[config.mk]
export PLATFORM = sky130hd
export DESIGN_NAME = mrw_top
export DESIGN_NICKNAME = d
export VERILOG_FILES = /design/src/rtl/mrw_pkg.sv /design/src/rtl/mrw_cmd_decode.sv /design/src/rtl/mrw_byte_merge.sv /design/src/rtl/mrw_sequencer.sv /design/src/rtl/mrw_top.sv
export SDC_FILE = /design/constraint.sdc
export NUM_CORES = 1
export LEC_CHECK = 0
export BUFFER_PORTS_ARGS = -buffer_cell sky130_fd_sc_hd__clkbuf_2
export CAP_MARGIN = 10
export CORE_MARGIN = 2
export CORE_UTILIZATION = 43
export DETAILED_ROUTE_END_ITERATION = 10
export GPL_TIMING_DRIVEN = 0
export PLACE_DENSITY = 0.76
export SLEW_MARGIN = 15
export SYNTH_ARGS = -nofsm -noshare
export SYNTH_HDL_FRONTEND = slang
export SYNTH_SLANG_ARGS = --single-unit
[constraint.sdc]
create_clock -name clk -period 1.9 [get_ports clk]
set_input_delay 0.285 -clock clk [delete_from_list [all_inputs] [get_ports clk]]
set_output_delay 0.285 -clock clk [all_outputs]
set_load 0.005 [all_outputs]
[src/rtl/mrw_pkg.sv]
package mrw_pkg;

    localparam int CMD_W       = 64;
    localparam int WORD_W      = 32;
    localparam int ADDR_W      = 16;
    localparam int CORE_ID_W   = 10;
    localparam int LANES       = WORD_W / 8;

    // Field positions inside the send command
    localparam int CORE_LSB    = 16;
    localparam int KEEP_LSB    = 27;
    localparam int PAYLOAD_LSB = 32;

    // Mailbox slot addressing
    localparam logic [ADDR_W-1:0] MAIL_BIAS = 16'h0020;
    localparam logic [ADDR_W-1:0] MAIL_SEL  = 16'h001C;

    typedef logic [WORD_W-1:0]    word_t;
    typedef logic [ADDR_W-1:0]    addr_t;
    typedef logic [CORE_ID_W-1:0] core_t;
    typedef logic [LANES-1:0]     keep_t;

    typedef enum logic [1:0] {
        KIND_NONE,
        KIND_MAIL,
        KIND_ANY
    } kind_t;

    typedef struct packed {
        core_t core;
        addr_t addr;
        keep_t keep;
        word_t payload;
    } job_t;

    typedef enum logic [2:0] {
        ST_IDLE,
        ST_RD_REQ,
        ST_RD_WAIT,
        ST_WR_REQ,
        ST_WR_WAIT,
        ST_RESP
    } state_t;

endpackage

[src/rtl/mrw_cmd_decode.sv]
module mrw_cmd_decode
    import mrw_pkg::*;
#(
    parameter int                OFF_W     = 12,
    parameter logic [OFF_W-1:0]  MAIL_OFF  = 12'h040,
    parameter logic [OFF_W-1:0]  ANY_OFF   = 12'h0C0,
    parameter logic [ADDR_W-1:0] MBOX_BASE = 16'h1000,
    parameter int                NUM_CORES = 4
) (
    input  logic [OFF_W-1:0] cmd_offset,
    input  logic             cmd_full,
    input  logic [CMD_W-1:0] cmd_data,
    output kind_t            kind,
    output logic             known,
    output job_t             job
);

    localparam logic [CORE_ID_W:0] CORE_LIMIT = (CORE_ID_W+1)'(NUM_CORES);

    addr_t mail_addr;
    logic  unused_cmd_bits;

    assign unused_cmd_bits = ^{cmd_data[31], cmd_data[26]};

    always_comb begin
        if (!cmd_full)
            kind = KIND_NONE;
        else if (cmd_offset == MAIL_OFF)
            kind = KIND_MAIL;
        else if (cmd_offset == ANY_OFF)
            kind = KIND_ANY;
        else
            kind = KIND_NONE;
    end

    assign mail_addr   = MBOX_BASE + MAIL_BIAS + (cmd_data[ADDR_W-1:0] & MAIL_SEL);

    assign job.core    = cmd_data[CORE_LSB +: CORE_ID_W];
    assign job.keep    = cmd_data[KEEP_LSB +: LANES];
    assign job.payload = cmd_data[PAYLOAD_LSB +: WORD_W];
    assign job.addr    = (kind == KIND_MAIL) ? mail_addr : cmd_data[ADDR_W-1:0];

    assign known = {1'b0, job.core} < CORE_LIMIT;

    // a mailbox destination stays word aligned inside the slot window
    always_comb begin
        if (kind == KIND_MAIL) begin
            assert_mail_window_R3: assert (job.addr[1:0] == 2'b00 &&
                                           job.addr >= MBOX_BASE + MAIL_BIAS &&
                                           job.addr <= MBOX_BASE + MAIL_BIAS + MAIL_SEL);
        end
    end

endmodule

[src/rtl/mrw_byte_merge.sv]
module mrw_byte_merge
    import mrw_pkg::*;
(
    input  word_t prior,
    input  word_t fresh,
    input  keep_t keep,
    output word_t merged
);

    for (genvar lane = 0; lane < LANES; lane++) begin : g_lane
        assign merged[lane*8 +: 8] = keep[lane] ? prior[lane*8 +: 8] : fresh[lane*8 +: 8];
    end

    // with nothing kept the payload passes untouched
    always_comb begin
        if (keep == '0) begin
            assert_no_keep_passthru_R6: assert (merged == fresh);
        end
    end

endmodule

[src/rtl/mrw_sequencer.sv]
module mrw_sequencer
    import mrw_pkg::*;
(
    input  logic  clk,
    input  logic  rst,
    input  logic  cmd_valid,
    output logic  cmd_ready,
    input  kind_t cmd_kind,
    input  logic  cmd_known,
    input  job_t  cmd_job,
    output logic  resp_valid,
    output logic  resp_err,
    output logic  mreq_valid,
    input  logic  mreq_ready,
    output logic  mreq_write,
    output core_t mreq_core,
    output addr_t mreq_addr,
    output word_t mreq_wdata,
    input  logic  mrsp_valid,
    input  word_t mrsp_rdata
);

    state_t state_q, state_d;
    job_t   job_q;
    word_t  wdata_q;
    word_t  merged;
    logic   err_q;
    logic   accept;
    logic   start;

    mrw_byte_merge u_merge (
        .prior  (mrsp_rdata),
        .fresh  (job_q.payload),
        .keep   (job_q.keep),
        .merged (merged)
    );

    assign accept = cmd_valid && cmd_ready;
    assign start  = accept && (cmd_kind != KIND_NONE);

    always_comb begin
        state_d = state_q;
        unique case (state_q)
            ST_IDLE: begin
                if (start) begin
                    if (!cmd_known)
                        state_d = ST_RESP;
                    else if (cmd_job.keep != '0)
                        state_d = ST_RD_REQ;
                    else
                        state_d = ST_WR_REQ;
                end
            end
            ST_RD_REQ:  if (mreq_ready) state_d = ST_RD_WAIT;
            ST_RD_WAIT: if (mrsp_valid) state_d = ST_WR_REQ;
            ST_WR_REQ:  if (mreq_ready) state_d = ST_WR_WAIT;
            ST_WR_WAIT: if (mrsp_valid) state_d = ST_RESP;
            ST_RESP:    state_d = ST_IDLE;
            default:    state_d = ST_IDLE;
        endcase
    end

    always_ff @(posedge clk) begin
        if (rst) begin
            state_q <= ST_IDLE;
            job_q   <= '0;
            wdata_q <= '0;
            err_q   <= 1'b0;
        end else begin
            state_q <= state_d;
            if (start) begin
                job_q   <= cmd_job;
                wdata_q <= cmd_job.payload;
                err_q   <= !cmd_known;
            end
            if (state_q == ST_RD_WAIT && mrsp_valid)
                wdata_q <= merged;
        end
    end

    assign cmd_ready  = (state_q == ST_IDLE);
    assign mreq_valid = (state_q == ST_RD_REQ) || (state_q == ST_WR_REQ);
    assign mreq_write = (state_q == ST_WR_REQ);
    assign mreq_core  = job_q.core;
    assign mreq_addr  = job_q.addr;
    assign mreq_wdata = wdata_q;
    assign resp_valid = (state_q == ST_RESP);
    assign resp_err   = err_q;

    // dropped commands leave the engine idle and silent
    assert_drop_silent_R1: assert property (@(posedge clk) disable iff (rst)
        (accept && cmd_kind == KIND_NONE) |=> (cmd_ready && !mreq_valid && !resp_valid));

    // an unknown core answers with an error at once and touches no target
    assert_unknown_core_R2: assert property (@(posedge clk) disable iff (rst)
        (start && !cmd_known) |=> (resp_valid && resp_err && !mreq_valid));

    // a merged write only follows a returned read
    assert_read_before_merge_R5: assert property (@(posedge clk) disable iff (rst)
        ($rose(mreq_valid) && mreq_write && job_q.keep != '0) |-> $past(mrsp_valid));

    // success is reported only right after a response came back
    assert_done_after_ack_R8: assert property (@(posedge clk) disable iff (rst)
        (resp_valid && !resp_err) |-> $past(mrsp_valid));

    // the command port is closed while the master port is active
    assert_busy_backpressure_R8: assert property (@(posedge clk) disable iff (rst)
        mreq_valid |-> !cmd_ready);

    // a stalled request is held unchanged
    assert_req_stable_R9: assert property (@(posedge clk) disable iff (rst)
        (mreq_valid && !mreq_ready) |=> (mreq_valid && $stable(mreq_write) &&
            $stable(mreq_addr) && $stable(mreq_core) && $stable(mreq_wdata)));

endmodule

[src/rtl/mrw_top.sv]
module mrw_top
    import mrw_pkg::*;
#(
    parameter int                OFF_W     = 12,
    parameter logic [OFF_W-1:0]  MAIL_OFF  = 12'h040,
    parameter logic [OFF_W-1:0]  ANY_OFF   = 12'h0C0,
    parameter logic [ADDR_W-1:0] MBOX_BASE = 16'h1000,
    parameter int                NUM_CORES = 4
) (
    input  logic                 clk,
    input  logic                 rst,
    input  logic                 cmd_valid,
    output logic                 cmd_ready,
    input  logic [OFF_W-1:0]     cmd_offset,
    input  logic                 cmd_full,
    input  logic [CMD_W-1:0]     cmd_data,
    output logic                 resp_valid,
    output logic                 resp_err,
    output logic                 mreq_valid,
    input  logic                 mreq_ready,
    output logic                 mreq_write,
    output logic [CORE_ID_W-1:0] mreq_core,
    output logic [ADDR_W-1:0]    mreq_addr,
    output logic [WORD_W-1:0]    mreq_wdata,
    input  logic                 mrsp_valid,
    input  logic [WORD_W-1:0]    mrsp_rdata
);

    kind_t dec_kind;
    logic  dec_known;
    job_t  dec_job;

    mrw_cmd_decode #(
        .OFF_W     (OFF_W),
        .MAIL_OFF  (MAIL_OFF),
        .ANY_OFF   (ANY_OFF),
        .MBOX_BASE (MBOX_BASE),
        .NUM_CORES (NUM_CORES)
    ) u_decode (
        .cmd_offset (cmd_offset),
        .cmd_full   (cmd_full),
        .cmd_data   (cmd_data),
        .kind       (dec_kind),
        .known      (dec_known),
        .job        (dec_job)
    );

    mrw_sequencer u_seq (
        .clk        (clk),
        .rst        (rst),
        .cmd_valid  (cmd_valid),
        .cmd_ready  (cmd_ready),
        .cmd_kind   (dec_kind),
        .cmd_known  (dec_known),
        .cmd_job    (dec_job),
        .resp_valid (resp_valid),
        .resp_err   (resp_err),
        .mreq_valid (mreq_valid),
        .mreq_ready (mreq_ready),
        .mreq_write (mreq_write),
        .mreq_core  (mreq_core),
        .mreq_addr  (mreq_addr),
        .mreq_wdata (mreq_wdata),
        .mrsp_valid (mrsp_valid),
        .mrsp_rdata (mrsp_rdata)
    );

    // leaving reset the engine is idle
    assert_reset_idle_R10: assert property (@(posedge clk)
        $past(rst) |-> (cmd_ready && !mreq_valid && !resp_valid));

endmodule

Yosys cells after proc, flatten, opt, wreduce, memory -nomap -nowiden
Cells that the tools add are included.
Storage, ports and cells
  bits of input ports: 114
  output and inout bits: 63
  register bits after elaboration: 98
Cells by class
  reduce and logical (&&, ||, !) cells: 10
  magnitude comparators: 1
  mux-type cells: 18
  eq/ne operators: 13
  add/sub/neg operators: 1
Operators by type and width (count)
  32-bit two-way mux: 2
  8-bit two-way mux: 4
  3-bit two-way mux: 6
  16-bit two-way mux: 1
  3-bit case mux with 5 select lines: 1
  13-bit by 5-bit adder with 14-bit output (first input constant): 1
  12-bit by 7-bit == test with 1-bit output (second input constant): 1
  12-bit by 8-bit == test with 1-bit output (second input constant): 1
  10-bit by 3-bit less-than comparator with 1-bit output (second input constant): 1
  2-bit != test (second input constant): 5
  2-bit two-way mux: 4
  3-bit by 2-bit == test with 1-bit output (second input constant): 2
  3-bit == test (second input constant): 2
  5-bit AND reduction: 1
  2-bit nonzero test: 2
  4-bit nonzero test: 1
  3-bit by 1-bit == test with 1-bit output (second input constant): 1
  1-bit logical AND: 3
  3-bit zero test: 1
  2-bit by 1-bit == test with 1-bit output (second input constant): 1
  1-bit zero test: 1
  1-bit logical OR: 1

Logic depth before layout (Yosys ltp)
  word-level depth: 8
  gate-level depth with buffers: 7

By module
From an unflattened synthesis, not the netlist that was laid out.
Unflattened totals
  cell total of the unflattened synthesis: 592
  area total of the unflattened synthesis: 4967.3 µm²
Modules (own cells, without submodules)
  mrw_sequencer: cells each 470, times used 1, area each 3789.9 µm², seq. area each 1961.9 µm²
  mrw_cmd_decode: cells each 86, times used 1, area each 651.9 µm², seq. area each 0.0 µm²
  mrw_byte_merge: cells each 36, times used 1, area each 525.5 µm², seq. area each 0.0 µm²

Worst setup path after synthesis
OpenSTA, ideal clock, no wires.
  path kind: input-to-reg
  from: input cmd_offset[9]
  to: register u_seq.job_q, in the netlist u_seq.mreq_addr[12]
  data required time: 1768 ps
  data arrival time: 1917 ps
  library setup time: 132 ps
  setup slack: -148 ps
  stages on the path: 6
  path buffers: 2
  cell sequence: or4_1 -> or4_1 -> clkbuf_1 -> buf_2 -> nor3_1 -> nor3_1
On the way
  cells in the longest elaborated chain, start to end: 6
  elaborated cells on any way between the ends: 9
  those cells by class: eq/ne: 3; mux: 4; reduce/logical: 2
Ends and longest elaborated chain
  start, declared: RTL line mrw_top.sv:14  | input logic [OFF_W-1:0] cmd_offset,
  12-bit by 8-bit == test with 1-bit output: RTL line mrw_cmd_decode.sv:30  | else if (cmd_offset == ANY_OFF)
  2-bit two-way mux: RTL line mrw_cmd_decode.sv:30
  2-bit two-way mux (*): RTL line mrw_cmd_decode.sv:28  | else if (cmd_offset == MAIL_OFF)
  2-bit two-way mux (*): RTL line mrw_cmd_decode.sv:26  | if (!cmd_full)
  2-bit by 1-bit == test with 1-bit output or 2-bit nonzero test (tied branches): RTL line mrw_cmd_decode.sv:41, mrw_sequencer.sv:39
  16-bit two-way mux or 1-bit logical AND (tied branches): RTL line mrw_cmd_decode.sv:41, mrw_sequencer.sv:39
  end signal, assigned: RTL line mrw_sequencer.sv:72  | job_q <= cmd_job;
  end, declared: RTL line mrw_sequencer.sv:24  | job_t job_q;
Mark *: on every way between the ends. The rest lies on a longest branch, timed or not.
A chain may end at the register's enable or synchronous reset.

Worst setup path after layout
  from: register u_seq.state_q[0]
  to: register u_seq.err_q (netlist: u_seq.resp_err)
On the way
  cells in the longest elaborated chain, start to end: 3
Ends and longest elaborated chain
  start, declared: RTL line mrw_sequencer.sv:23  | state_t state_q, state_d;
  start signal, assigned: RTL line mrw_sequencer.sv:70  | state_q <= state_d;
  3-bit zero test: RTL line mrw_sequencer.sv:81  | assign cmd_ready = (state_q == ST_IDLE);
  1-bit logical AND: RTL line mrw_sequencer.sv:38  | assign accept = cmd_valid && cmd_ready;
  1-bit logical AND: RTL line mrw_sequencer.sv:39  | assign start = accept && (cmd_kind != KIND_NONE);
  end signal, assigned: RTL line mrw_sequencer.sv:74  | err_q <= !cmd_known;
  end, declared: RTL line mrw_sequencer.sv:27  | logic err_q;
No other way between the ends.

==> reports/metrics.yaml <==
layout:
  post-route-util_pct: 64.6
  area_growth_pct: 47.6
  diodes: 0
  drive_gt1_share_pct: 47.5
  final_area_mm2: 0.00626
  register_area_mm2: 0.00197
  multi_input_area_mm2: 0.00235
  nets: 831
  fill_cells: 832
setup_path:
  path_depth: 7
  critPathTopFamily: "simple AND/OR/NAND/NOR gates"
  critPathLaunchType: "flip-flop"
  cp-end-kind: "flip-flop"
  worstPathCellList: "or4b_4, buf_6, or4_4, buf_12, buf_12, nand2_1, a21oi_1"
  arrival_ns: 2.25
  cp.required_ns: 2.11
  rr_worst_depth: 7
  critical_path_buf_inv_count: 3
  worstSetupPathType: "flip-flop to flip-flop"
  crit_fanout: 10
  cp_common_cell: "buf_12"
  max_stage_delay_ns: 0.54
  slowest_stage: "or4b_4"
global_routing:
  met3_usage_pct: 5.78
  grt_pass1_vias: 4217
  grt_pass1_wl_mm: 19.9
  antenna_found_initial: 0
  use_met2_pct: 39.8
  grt_overflow: 0
  grt_max_degree: 17
  busiest_layer: "met2"
  grtUsageTotal_pct: 23.8
  use_met1_pct: 30.0
timing:
  worst_pin_slew_ns: 0.897
  rsz0062_at_grt: "yes"
  fin_crit_sh_pct: 107
  clock.fmax_mhz: 490
  tns_ns: -8.93
  max_slew_margin_pct: 39.7
  fin_ws_ns: -0.140
  hold_viol: 0
  final-max-slew-violation-count: 0
  finalCriticalPeriod_ns: 2.04
  skew_ns: 0.0158
  whs_ns: 0.145
  finalSetupViolations: 96
worst_hold_path:
  hold_depth: 3
  hold_path_class: "primary input to flip-flop"
status:
  status: "complete, but fails checks"
  violations: "setup timing"
logic_synthesis:
  synth_area_mm2: 0.00424
  ys_seq_elements: 98
  async_flop_share_pct: 0
  synth_warnings: 0
  netlist_top_cells_area: "dfxtp_1, nand2_1, a21oi_1"
  syn_avg_cell_area_um2: 8.14
  yosysSeqAreaShare_pct: 46.3
  synth-edff-count: 0
  synth_cell_types: 29
  syn-num-nets: 635
  synth_top_cell_by_area: "dfxtp_1"
  synth-main-ff-cell: "dfxtp_1"
  synthCells: 521
  yosysTopAreaCellShare_pct: 46.3
power_and_ir_drop:
  powerDensity_mw_per_mm2: 616
  worst_ir_drop_vdd_mv: 0.367
  power_mw: 3.85
  p_leak_nw: 2.60
clock_tree:
  path_clk_slew_ns: 0.10
  cts_buffers: 9
  htree_levels: 3
  clkLatencyLatePin_ns: 0.36
  tritoncts: "done"
  cts-root-buf: "clkbuf_8"
  cts_num_sinks: 98
  cts_max_path_buffers: 2
routing:
  drc: 0
  drt-total-wl_mm: 13.8
  drt_pre_antenna_iters: 4
  final_antenna_net_count: 0
  vias: 4499
  first_iter_violations: 195
  post_drt_wl_per_cell_um: 16.2
  vias_per_cell: 5.26
run:
  cap_violations: 0
floorplanning:
  core_mm2: 0.00968
  start_util_pct: 43.8
  die_h_um: 103
  io_pins: 177
  fp.dieW_um: 103
  die-area_mm2: 0.0107
  row_count: 36
place:
  placed_area_mm2: 0.00534
  hpwl_mm: 9.44
  numPortBuffers: 173
  gp_congestion: 0.895
## routing by layer
layer	vias up	routed length, um	part of all wire, %
li1	2195	-	-
met1	2126	5970	43
met2	153	6760	49
met3	25	792	5.7
met4	0	289	2.1
met5	-	0	0
## state kept, by name, summed over array words and instances, names as in the netlist
name              flops
u_seq.mreq_addr      16
u_seq.mreq_wdata     32
u_seq.job_q          36
u_seq.state_q         3
u_seq.mreq_core      10
u_seq.resp_err        1
## cell type report
cell class              count  share of cell area (%)
plain buffers              64                    8.28
clock buffers              10                    2.20
clock inverters             6                   0.680
inverters                   1                  0.0600
multi-input cells         355                    37.5
flip-flops and latches     98                    31.5
well taps                 133                    2.66
repair buffers            188                    17.1
## layout by cell type, fill, tap and decap left out, drive strengths merged
master      n
a211oi     32
a21boi      1
a21oi      62
a22oi       1
a311oi     32
and2        1
buf        51
clkbuf    211
clkinv      4
clkinvlp    2
dfxtp      98
inv         1
maj3        1
nand2     147
nand2b      1
nand3      13
nand4       1
nand4bb     1
nor2        7
nor2b      33
nor3        7
nor4        5
o21ba       1
o41ai       1
or4         5
or4b        1
or4bb       1
xor2        1
## report_power, final
part	leakage, nW	switching (mW)	internal, mW
combinational	1.72	0.239	0.218
sequential	0.792	0.0359	2.10
clock	0.0882	0.750	0.513
## cells by family (layout without fill, tap and decap cells)
group,after synthesis,after routing,share of synthesized area (%)
AND/OR/NAND/NOR,223,223,24.2
AO/OA/AOI/OAI,130,130,20.4
flip-flops,98,98,46.3
buffers and inverters,68,269,8.70
adder cells (fa/ha/maj),1,1,0.236
XOR/XNOR,1,1,0.207
## stage by stage
step / std cells / worst slack (ns)
3_3_place_gp: 827 / -0.475
5_1_grt: 855 / -0.187
4_1_cts: 849 / -0.211
3_5_place_dp: 827 / -0.572
6_report: 855 / -0.140
2_1_floorplan: 521 / -0.0829
## timing repair
action | in CTS | in global routing
hold buffers | 0 | 0
setup endpoints to repair | 95 | 96
setup buffers | 7 | 3
gates cloned | 1 | 4
gates resized for setup | 48 | 108
pin swaps | 13 | 35
## final timing paths
check | from | to | slack, ns
max | u_seq.state_q[0] | u_seq.resp_err | -0.14
min | cmd_data[4] | u_seq.mreq_addr[4] | 0.14
max reg2reg | u_seq.state_q[0] | u_seq.resp_err | -0.14
min reg2reg | u_seq.job_q[19] | u_seq.job_q[19] | 0.45
## worst register-to-register path, delay by kind of cell, from the launching register on
kind,cells,cell delay (ns)
buffers and inverters,3,0.46
and+or+nand+nor,3,1.04
DFF,1,0.35
AOI/OAI and AO/OA,1,0.05
## Yosys cell counts (all sizes together), types with 5 or more instances
library cell    n
nor3            7
nand3          13
clkbuf         28
dfxtp          98
or4             5
nor4            5
buf            39
a211oi         32
a311oi         32
nand2         147
a21oi          62
nor2b          33
nor2            7
No activity file was read; power rests on OpenSTA's default activity.
